File: src/rtl/gpio_port_pkg.sv
package gpio_port_pkg;
  localparam int unsigned BUS_W = 16;
  localparam int unsigned ADDR_W = 3;

  typedef enum logic [ADDR_W-1:0] {
    REG_DATA  = 3'd0,
    REG_DIR   = 3'd1,
    REG_LEVEL = 3'd2,
    REG_CTRL  = 3'd3,
    REG_EDGE  = 3'd4,
    REG_IE    = 3'd5,
    REG_FLAG  = 3'd6,
    REG_VOID  = 3'd7
  } reg_addr_e;
endpackage

File: src/rtl/gpio_regs.sv
module gpio_regs
  import gpio_port_pkg::*;
#(
  parameter int unsigned N_PINS = 8
) (
  input  logic              clk,
  input  logic              rst_n,
  input  logic              wr,
  input  logic [ADDR_W-1:0] addr,
  input  logic [BUS_W-1:0]  wdata,
  input  logic [N_PINS-1:0] level,
  input  logic [N_PINS-1:0] flags,
  output logic [BUS_W-1:0]  rdata,
  output logic [N_PINS-1:0] data_q,
  output logic [N_PINS-1:0] dir_q,
  output logic [N_PINS-1:0] edge_q,
  output logic [N_PINS-1:0] ie_q,
  output logic              own_q,
  output logic [N_PINS-1:0] flag_clr
);
  localparam logic [N_PINS-1:0] DATA_RST = {N_PINS{1'b1}};

  logic [N_PINS-1:0] data_d, dir_d, edge_d, ie_d;
  logic              own_d;
  reg_addr_e         sel;

  assign sel = reg_addr_e'(addr);

  always_comb begin
    data_d = data_q;
    dir_d  = dir_q;
    edge_d = edge_q;
    ie_d   = ie_q;
    own_d  = own_q;
    if (wr) begin
      unique case (sel)
        REG_DATA: data_d = wdata[N_PINS-1:0];
        REG_DIR:  dir_d  = wdata[N_PINS-1:0];
        REG_CTRL: own_d  = wdata[0];
        REG_EDGE: edge_d = wdata[N_PINS-1:0];
        REG_IE:   ie_d   = wdata[N_PINS-1:0];
        default:  ;
      endcase
    end
  end

  always_ff @(posedge clk or negedge rst_n) begin
    if (!rst_n) begin
      data_q <= DATA_RST;
      dir_q  <= '0;
      edge_q <= '0;
      ie_q   <= '0;
      own_q  <= 1'b1;
    end else begin
      data_q <= data_d;
      dir_q  <= dir_d;
      edge_q <= edge_d;
      ie_q   <= ie_d;
      own_q  <= own_d;
    end
  end

  assign flag_clr = (wr && sel == REG_FLAG) ? wdata[N_PINS-1:0] : '0;

  always_comb begin
    rdata = '0;
    unique case (sel)
      REG_DATA:  rdata[N_PINS-1:0] = data_q;
      REG_DIR:   rdata[N_PINS-1:0] = dir_q;
      REG_LEVEL: rdata[N_PINS-1:0] = level;
      REG_CTRL:  rdata[0]          = own_q;
      REG_EDGE:  rdata[N_PINS-1:0] = edge_q;
      REG_IE:    rdata[N_PINS-1:0] = ie_q;
      REG_FLAG:  rdata[N_PINS-1:0] = flags;
      default:   ;
    endcase
  end

  // only the low byte of a data write lands, whatever the upper bits carry
  assert_data_low_byte_R1: assert property (@(posedge clk) disable iff (!rst_n)
    (wr && sel == REG_DATA && |wdata[BUS_W-1:N_PINS]) |=> data_q == $past(wdata[N_PINS-1:0]));

  // a direction write leaves stored data untouched
  assert_dir_keeps_data_R3: assert property (@(posedge clk) disable iff (!rst_n)
    (wr && sel == REG_DIR) |=> $stable(data_q));

  // writes to the level address change no register
  assert_level_readonly_R12: assert property (@(posedge clk) disable iff (!rst_n)
    (wr && sel == REG_LEVEL) |=> ($stable(data_q) && $stable(dir_q) && $stable(ie_q)));
endmodule

File: src/rtl/gpio_edge_unit.sv
module gpio_edge_unit #(
  parameter int unsigned N_PINS      = 8,
  parameter int unsigned SYNC_STAGES = 2
) (
  input  logic              clk,
  input  logic              rst_n,
  input  logic [N_PINS-1:0] pin_in,
  input  logic [N_PINS-1:0] edge_sel,
  input  logic [N_PINS-1:0] flag_clr,
  output logic [N_PINS-1:0] level,
  output logic [N_PINS-1:0] flags
);
  localparam int unsigned WARM_MAX = SYNC_STAGES + 1;
  localparam int unsigned WARM_W   = $clog2(WARM_MAX + 1);
  localparam logic [WARM_W-1:0] WARM_DONE = WARM_W'(WARM_MAX);

  logic [N_PINS-1:0] sync_q [SYNC_STAGES];
  logic [N_PINS-1:0] prev_q, flag_q, flag_d, hit;
  logic [WARM_W-1:0] warm_q, warm_d;
  logic              armed;

  always_ff @(posedge clk or negedge rst_n) begin
    if (!rst_n) begin
      for (int s = 0; s < SYNC_STAGES; s++) sync_q[s] <= '0;
    end else begin
      sync_q[0] <= pin_in;
      for (int s = 1; s < SYNC_STAGES; s++) sync_q[s] <= sync_q[s-1];
    end
  end

  assign level = sync_q[SYNC_STAGES-1];
  assign armed = (warm_q == WARM_DONE);
  assign warm_d = armed ? warm_q : warm_q + 1'b1;

  generate
    for (genvar i = 0; i < N_PINS; i++) begin : g_pin
      always_comb begin
        hit[i] = 1'b0;
        if (armed) begin
          if (edge_sel[i]) hit[i] = prev_q[i] & ~level[i];
          else             hit[i] = level[i] & ~prev_q[i];
        end
        flag_d[i] = (flag_q[i] & ~flag_clr[i]) | hit[i];
      end

      // a flag only rises after a detected edge of the selected kind
      assert_flag_needs_edge_R9: assert property (@(posedge clk) disable iff (!rst_n)
        $rose(flag_q[i]) |-> $past(hit[i]));

      // a flag only drops after a write of 1 to its bit
      assert_flag_sticky_R10: assert property (@(posedge clk) disable iff (!rst_n)
        $fell(flag_q[i]) |-> $past(flag_clr[i]));
    end
  endgenerate

  always_ff @(posedge clk or negedge rst_n) begin
    if (!rst_n) begin
      prev_q <= '0;
      flag_q <= '0;
      warm_q <= '0;
    end else begin
      prev_q <= level;
      flag_q <= flag_d;
      warm_q <= warm_d;
    end
  end

  assign flags = flag_q;
endmodule

File: src/rtl/gpio_pin_mux.sv
module gpio_pin_mux #(
  parameter int unsigned N_PINS = 8,
  parameter int unsigned N_TEST = 4
) (
  input  logic [N_PINS-1:0] data_q,
  input  logic [N_PINS-1:0] dir_q,
  input  logic              own_q,
  input  logic [N_PINS-1:0] pin_in,
  input  logic              jtag_tdo,
  input  logic              jtag_tdo_oe,
  output logic [N_PINS-1:0] pin_out,
  output logic [N_PINS-1:0] pin_oe,
  output logic [N_PINS-1:0] pin_pullup,
  output logic              jtag_tms,
  output logic              jtag_tdi,
  output logic              jtag_tck
);
  localparam int unsigned TDO_IDX = 0;
  localparam int unsigned TMS_IDX = 1;
  localparam int unsigned TDI_IDX = 2;
  localparam int unsigned TCK_IDX = 3;

  logic [N_PINS-1:0] gp_out, gp_oe, gp_pu;

  assign gp_oe  = dir_q;
  assign gp_out = data_q & dir_q;
  assign gp_pu  = data_q & ~dir_q;

  generate
    for (genvar i = 0; i < N_PINS; i++) begin : g_pin
      if (i >= N_TEST) begin : g_plain
        assign pin_out[i]    = gp_out[i];
        assign pin_oe[i]     = gp_oe[i];
        assign pin_pullup[i] = gp_pu[i];
      end else if (i == TDO_IDX) begin : g_tdo
        assign pin_out[i]    = own_q ? jtag_tdo    : gp_out[i];
        assign pin_oe[i]     = own_q ? jtag_tdo_oe : gp_oe[i];
        assign pin_pullup[i] = own_q ? 1'b0        : gp_pu[i];
      end else begin : g_test_in
        assign pin_out[i]    = own_q ? 1'b0 : gp_out[i];
        assign pin_oe[i]     = own_q ? 1'b0 : gp_oe[i];
        assign pin_pullup[i] = own_q ? 1'b0 : gp_pu[i];
      end
    end
  endgenerate

  assign jtag_tms = pin_in[TMS_IDX];
  assign jtag_tdi = pin_in[TDI_IDX];
  assign jtag_tck = pin_in[TCK_IDX];
endmodule

File: src/rtl/gpio_port_ctrl.sv
module gpio_port_ctrl
  import gpio_port_pkg::*;
#(
  parameter int unsigned N_PINS      = 8,
  parameter int unsigned N_TEST      = 4,
  parameter int unsigned SYNC_STAGES = 2
) (
  input  logic              clk,
  input  logic              rst_n,
  input  logic              bus_wr,
  input  logic [ADDR_W-1:0] bus_addr,
  input  logic [BUS_W-1:0]  bus_wdata,
  output logic [BUS_W-1:0]  bus_rdata,
  input  logic [N_PINS-1:0] pin_in,
  output logic [N_PINS-1:0] pin_out,
  output logic [N_PINS-1:0] pin_oe,
  output logic [N_PINS-1:0] pin_pullup,
  output logic [N_PINS-1:0] pin_level,
  input  logic              jtag_tdo,
  input  logic              jtag_tdo_oe,
  output logic              jtag_tms,
  output logic              jtag_tdi,
  output logic              jtag_tck,
  output logic              irq
);
  logic              rst_meta_q, rst_sync_q;
  logic [N_PINS-1:0] data_q, dir_q, edge_q, ie_q, flag_clr, flags, level;
  logic              own_q;

  always_ff @(posedge clk or negedge rst_n) begin
    if (!rst_n) begin
      rst_meta_q <= 1'b0;
      rst_sync_q <= 1'b0;
    end else begin
      rst_meta_q <= 1'b1;
      rst_sync_q <= rst_meta_q;
    end
  end

  gpio_regs #(.N_PINS(N_PINS)) u_regs (
    .clk      (clk),
    .rst_n    (rst_sync_q),
    .wr       (bus_wr),
    .addr     (bus_addr),
    .wdata    (bus_wdata),
    .level    (level),
    .flags    (flags),
    .rdata    (bus_rdata),
    .data_q   (data_q),
    .dir_q    (dir_q),
    .edge_q   (edge_q),
    .ie_q     (ie_q),
    .own_q    (own_q),
    .flag_clr (flag_clr)
  );

  gpio_edge_unit #(.N_PINS(N_PINS), .SYNC_STAGES(SYNC_STAGES)) u_edge (
    .clk      (clk),
    .rst_n    (rst_sync_q),
    .pin_in   (pin_in),
    .edge_sel (edge_q),
    .flag_clr (flag_clr),
    .level    (level),
    .flags    (flags)
  );

  gpio_pin_mux #(.N_PINS(N_PINS), .N_TEST(N_TEST)) u_mux (
    .data_q      (data_q),
    .dir_q       (dir_q),
    .own_q       (own_q),
    .pin_in      (pin_in),
    .jtag_tdo    (jtag_tdo),
    .jtag_tdo_oe (jtag_tdo_oe),
    .pin_out     (pin_out),
    .pin_oe      (pin_oe),
    .pin_pullup  (pin_pullup),
    .jtag_tms    (jtag_tms),
    .jtag_tdi    (jtag_tdi),
    .jtag_tck    (jtag_tck)
  );

  assign pin_level = level;
  assign irq = |(flags & ie_q);

  // with every enable clear, no request leaves the block
  assert_irq_needs_enable_R11: assert property (@(posedge clk) disable iff (!rst_sync_q)
    !(|ie_q) |-> !irq);

  // test-owned pins stay undriven unless the port asks for test data out
  assert_test_pins_quiet_R6: assert property (@(posedge clk) disable iff (!rst_sync_q)
    (own_q && !jtag_tdo_oe) |-> (pin_oe[N_TEST-1:0] == '0 && pin_pullup[N_TEST-1:0] == '0));
endmodule

File: config.mk
export PLATFORM = sky130hd
export DESIGN_NAME = gpio_port_ctrl
export DESIGN_NICKNAME = d
export VERILOG_FILES = /design/src/rtl/gpio_port_pkg.sv /design/src/rtl/gpio_regs.sv /design/src/rtl/gpio_edge_unit.sv /design/src/rtl/gpio_pin_mux.sv /design/src/rtl/gpio_port_ctrl.sv
export SDC_FILE = /design/constraint.sdc
export NUM_CORES = 1
export LEC_CHECK = 0
export BUFFER_PORTS_ARGS = -buffer_cell sky130_fd_sc_hd__clkbuf_2
export CAP_MARGIN = 20
export CORE_ASPECT_RATIO = 1.4
export CORE_MARGIN = 4
export CORE_UTILIZATION = 39
export CTS_CLUSTER_SIZE = 10
export DETAILED_ROUTE_END_ITERATION = 12
export PLACE_DENSITY_LB_ADDON = 0.12
export SLEW_MARGIN = 10
export SYNTH_ARGS = -nofsm -noshare
export SYNTH_HDL_FRONTEND = slang
export SYNTH_SLANG_ARGS = --single-unit
File: constraint.sdc
create_clock -name clk -period 2.4 [get_ports clk]
set_clock_uncertainty 0.05 [all_clocks]
set_input_delay 0.24 -clock clk [delete_from_list [all_inputs] [get_ports clk]]
set_output_delay 0.24 -clock clk [all_outputs]
set_load 0.02 [all_outputs]
==> results_dict.tcl, run 1 <==
set metrics [dict create \
    r2r_slack_ns 0.98 \
    wl_per_cell_um 16.7 \
    core_um2 8250 \
    placementRows 39 \
    highest_layer "met4" \
    postRouteWirelength_mm 7.39 \
    slowest_stage "dfstp_2" \
    tritoncts "built" \
    cp_max_fo 13 \
    worst-r2r-cell-count 2 \
    antenna_found_initial 0 \
    num_vias 2249 \
    clk_pin_slew_ns 0.05 \
    finalSetupViolations 0 \
    maxCapViolations 0 \
    critical_path.endpoint "bus_rdata[0]" \
    hold_viol 0 \
    insertion_delay_ns 0.32 \
    gp_congestion 0.781 \
    path_cells "mux2_2 -> nand3b_1 -> o221ai_1 -> clkbuf_2" \
    port_buffers 67 \
    drtIter0Drc 94 \
    dr.pass1.iters 4 \
    cts.sinks 69 \
    finalPower_mw 3.48 \
    synth_seq_area_share 0.523 \
    outcome "finished clean" \
    syn_to_final_growth_pct 21.5 \
    path_class "reg2out" \
    whs_ns 0.102 \
    cp-start-kind "register" \
    syn_inst 265 \
    reg2reg_to "u_edge.warm_q[1]" \
    avgSynthCellArea_um2 12.5 \
    die_y_um 117 \
    synth-seq-cells 69 \
    final.period_utilization 0.789 \
    fin_setup_tns_ns 0 \
    syn_area_um2 3320 \
    initial_core_util 0.403 \
    period_needed_ns 1.89 \
    wl_met1_mm 3.20 \
    leakage_nw 1.86 \
    synth_cell_types 35 \
    drc 0 \
    num_antenna_cells 0 \
    dieWidth_um 86 \
    crit_required_ns 2.11 \
    wl_met2_mm 3.61 \
    htree_levels 3 \
    tightest_slew_ns 0.526 \
    power_density_nw_per_um2 861 \
    ir_drop_v 0.000397 \
    grt_first_pass_wirelength_mm 11.6 \
    crit_start "u_regs.own_q" \
    ant_nets 0 \
    cpPeakStageDelay_ns 0.70 \
    wl_met3_um 374 \
    r2r_start "u_edge.warm_q[0]" \
    critPathArrivalTime_ns 1.60 \
    hp-class "reg2async" \
    final_nets 369 \
    dieArea_um2 10100 \
    grt_pass1_vias 2179 \
    cts_buffers 9 \
    ctsResizeCount 0 \
    grt_max_degree 35 \
    fmax_mhz 528 \
    worst_setup_path_end_kind "output pin" \
    track_usage 0.154 \
    rsz0062_at_grt "no" \
    final_util 0.489 \
    slew_violations 0 \
    viasPerCell 5.08 \
    hpwl_mm 5.31 \
    final_layout_size_suffix_gt1_frac 0.419 \
    pin_count 84 \
    slew_headroom 0.649 \
    cts_buffer_depth 2 \
    overflow 0 \
    root_buffer "clkbuf_16" \
    yosysWarningCount 0 \
]
repair_timing:
action,4_1_cts,5_1_grt
hold buffers,9,0
setup buffers,0,0
endpoints found under the hold margin,10,0
Yosys cell counts:
cell       n  area [µm²]
and3_1     1        6.26
o21a_1     5        37.5
dfrtp_1   60        1500
clkbuf_1   2        7.51
nand2b_4   1        13.8
o221ai_1   7        61.3
mux2_4     8         120
buf_4     27         203
and4b_1    1        10.0
nand2_1   17        63.8
nand2b_1  10        62.6
nor2_2     2        12.5
and2_1     6        37.5
nor3_4     1        16.3
nand4b_2   1        15.0
nand4_1    1        6.26
nor3b_1    5        37.5
dfstp_2    9         236
mux2_2    30         338
o31ai_1    1        7.51
a221oi_1   1        8.76
and3b_1    1        8.76
inv_1      1        3.75
nand3b_1   9        67.6
buf_2      3        15.0
ha_1       1        12.5
conb_1     2        7.51
nand3_1    4        20.0
buf_6      1        11.3
a22oi_1    4        30.0
nor2b_1    7        43.8
xnor2_1    1        8.76
o21ai_0   10        50.1
mux2i_1   17         170
a22o_1     8        70.1
per-stage QoR:
stage	area [µm²]	cells	worst slack (ns)
global route	4040	443	0.442
CTS	4040	443	0.490
floorplan	3350	272	0.302
detailed placement	3660	418	0.522
global placement	3660	418	0.526
finish	4040	443	0.506
flip-flops by register name, summed over array words and instances (netlist names), 2 cells and up:
register / count
u_edge.sync_q: 8
u_edge.warm_q: 2
u_regs.edge_q: 8
u_regs.data_q: 8
u_edge.level: 8
u_regs.dir_q: 8
u_edge.flags: 8
u_edge.prev_q: 8
u_regs.ie_q: 8
cell usage in the layout (no fill, tap or decap), types with 2 or more instances in the layout:
cell / netlist / routed
dlygate4sd3_1: 0 / 9
dfstp_2: 9 / 9
o221ai_1: 7 / 7
clkbuf_16: 0 / 9
mux2i_1: 17 / 17
mux2_4: 8 / 8
o21a_1: 5 / 5
nor2b_1: 7 / 7
nor3b_1: 5 / 5
clkbuf_2: 0 / 67
conb_1: 2 / 9
nand3_1: 4 / 4
buf_4: 27 / 9
nor2_2: 2 / 2
a22o_1: 8 / 8
clkbuf_1: 2 / 3
o21ai_0: 10 / 10
nand2_1: 17 / 17
nand2b_1: 10 / 10
and2_1: 6 / 6
mux2_2: 30 / 30
nand3b_1: 9 / 9
dfrtp_1: 60 / 59
a22oi_1: 4 / 4
clkbuf_8: 0 / 3
area by class of cell:
cell class | count | area (µm²)
Fill cell | 757 | 4210
Sequential cell | 69 | 1740
Multi-Input combinational cell | 169 | 1370
Timing Repair Buffer | 86 | 513
Clock buffer | 15 | 278
Tap cell | 102 | 128
Clock inverter | 1 | 5.00
Inverter | 1 | 3.75
logic make-up after synthesis:
kind of cell	after synthesis	share of synthesized area
flops	69	0.523
simple gates	67	0.127
mux	55	0.189
compound gates	36	0.0799
buf+inv	34	0.0723
other cells	2	0.00226
fa+ha+maj	1	0.00377
xor+xnor	1	0.00264
metal layers:
| metal | global-route usage | up-vias |
|---|---|---|
| met3 | 0.0252 | 14 |
| met5 | 0 | - |
| li1 | - | 1064 |
| met4 | 0.0887 | 0 |
| met1 | 0.196 | 1102 |
| met2 | 0.249 | 69 |
report_power, final:
part	switching (mW)	internal, mW
Sequential	0.165	1.35
Combinational	0.380	0.349
Clock	0.448	0.783
Total	0.993	2.48
worst min path at each step:
stage          startpoint                 to  slack (ns)  cells after the start
5_1_grt        rst_sync_q    u_edge.level[7]        0.13                      0
6_report       rst_sync_q    u_edge.level[7]        0.10                      0
4_1_cts        rst_sync_q  u_edge.sync_q[15]        0.11                      0
3_3_place_gp        rst_n         rst_meta_q       -0.02                      1
3_5_place_dp        rst_n         rst_meta_q       -0.02                      1
2_1_floorplan       rst_n         rst_meta_q       -0.11                      0
critical path, delay by kind of cell (launching register included):
kind	cells	cell delay (ns)
muxes	1	0.21
AOI/OAI and AO/OA	1	0.09
buffers and inverters	1	0.21
DFF	1	0.70
and+or+nand+nor	1	0.06
(Power assumes the default switching activity.)
==> run 2, diff against run 1 <==
- clock period: 2.4 -> 1.9 ns (I/O delays scaled with it)
==> results_dict.tcl, run 2 (synthesis gave the netlist of run 1 again) <==
set metrics [dict create \
    cts_buffers 9 \
    drtIter0Drc 101 \
    final.period_utilization 0.918 \
    power_density_nw_per_um2 1130 \
    wl_per_cell_um 16.7 \
    fill_cells 763 \
    slowest_stage "dfstp_2" \
    ir_drop_v 0.000543 \
    cts_buffer_depth 2 \
    postRouteWirelength_mm 7.50 \
    fin_setup_tns_ns 0 \
    root_buffer "clkbuf_16" \
    leakage_nw 1.91 \
    mostFrequentLayoutCell "clkbuf_2" \
    track_usage 0.158 \
    cp-start-kind "register" \
    final_layout_size_suffix_gt1_frac 0.434 \
    viasPerCell 5.03 \
    crit_start "u_regs.data_q[0]" \
    htree_levels 3 \
    gp_congestion 0.834 \
    antenna_found_initial 0 \
    final_util 0.500 \
    ant_nets 0 \
    tightest_slew_ns 0.503 \
    outcome "finished clean" \
    finalPower_mw 4.65 \
    min_from "bus_wdata[0]" \
    maxCapViolations 0 \
    pin_count 84 \
    hpwl_mm 5.23 \
    dieArea_um2 10100 \
    slew_violations 0 \
    path_cells "mux2i_1 -> o21a_1 -> o221ai_1 -> buf_2" \
    cp_max_fo 4 \
    worst_setup_path_end_kind "output pin" \
    grt_pass1_vias 2226 \
    insertion_delay_ns 0.33 \
    crit_required_ns 1.66 \
    worst_slack_ns 0.156 \
    period_needed_ns 1.74 \
    overflow 0 \
    hp-class "in2reg" \
    cts.sinks 69 \
    fmax_mhz 573 \
    cpPeakStageDelay_ns 0.54 \
    grt_first_pass_wirelength_mm 11.9 \
    layout_common_cells "66 x clkbuf_2, 59 x dfrtp_1, 30 x mux2_2" \
    placementRows 39 \
    num_vias 2252 \
    grt_max_degree 68 \
    num_antenna_cells 0 \
    critPathArrivalTime_ns 1.50 \
    drc 0 \
    place_ws_ns 0.263 \
    r2r_start "u_edge.warm_q[0]" \
    tritoncts "built" \
    syn_to_final_growth_pct 24.1 \
    dieWidth_um 86 \
    finalSetupViolations 0 \
    dr.pass1.iters 4 \
    path_class "reg2out" \
    initial_core_util 0.403 \
    clk_pin_slew_ns 0.05 \
    core_um2 8250 \
    stdcell_count 448 \
    dp_cells 421 \
    final_nets 374 \
    regArea_um2 1740 \
    slew_headroom 0.664 \
    multi_input_area_um2 1370 \
    die_y_um 117 \
    hold_viol 0 \
    rsz0062_at_grt "no" \
    port_buffers 67 \
]
## run 2: final timing paths
check / to / slack, ns / cells after the start
max: bus_rdata[0] / 0.16 / 4
min: u_regs.own_q / 0.1 / 3
max reg2reg: u_edge.warm_q[1] / 0.50 / 2
min reg2reg: u_edge.sync_q[15] / 0.22 / 1
max in group asynchronous: u_regs.data_q[0] / 1.24 / 1
min in group asynchronous: rst_meta_q / 0.13 / 2
## run 2: critical path: cells and delay by family (launching register included)
kind            cells  cell delay [ns]
mux                 1             0.06
buf+inv             1             0.21
compound gates      2             0.37
flops               1             0.54
## run 2: what timing repair did
item,in CTS,in global routing
hold endpoints to repair,10,0
buffers inserted,0,2
gates resized for setup,0,2
hold buffers,9,0
endpoints found under the setup margin,0,1
## run 2: metal layers
metal  part of all wire  wire [µm]  up-vias  GRT usage
met1               0.44       3270     1107      0.206
met2               0.48       3610       65      0.245
met4              0.025        185        0     0.0876
li1                   -          -     1064          -
met5                  0          0        -          0
met3              0.057        430       16     0.0343
## run 2: power breakdown
part | leakage, nW | internal (mW) | switching, mW
Sequential | 0.777 | 1.71 | 0.195
Clock | 0.163 | 1.22 | 0.583
Combinational | 0.967 | 0.456 | 0.496
## run 2: layout make-up
cell class	count	share of cell area
well taps	102	0.0310
multi-input cells	169	0.332
flip-flops and latches	69	0.423
repair buffers	91	0.134
clock inverters	4	0.0170
inverters	1	0.000911
clock buffers	12	0.0622
## run 2: per-stage QoR
step,hold WS (ns),area (µm²)
floorplan,-0.156,3350
global placement,-0.0745,3690
detailed placement,-0.0728,3690
CTS,0.0796,4100
global route,0.122,4120
finish,0.0977,4120
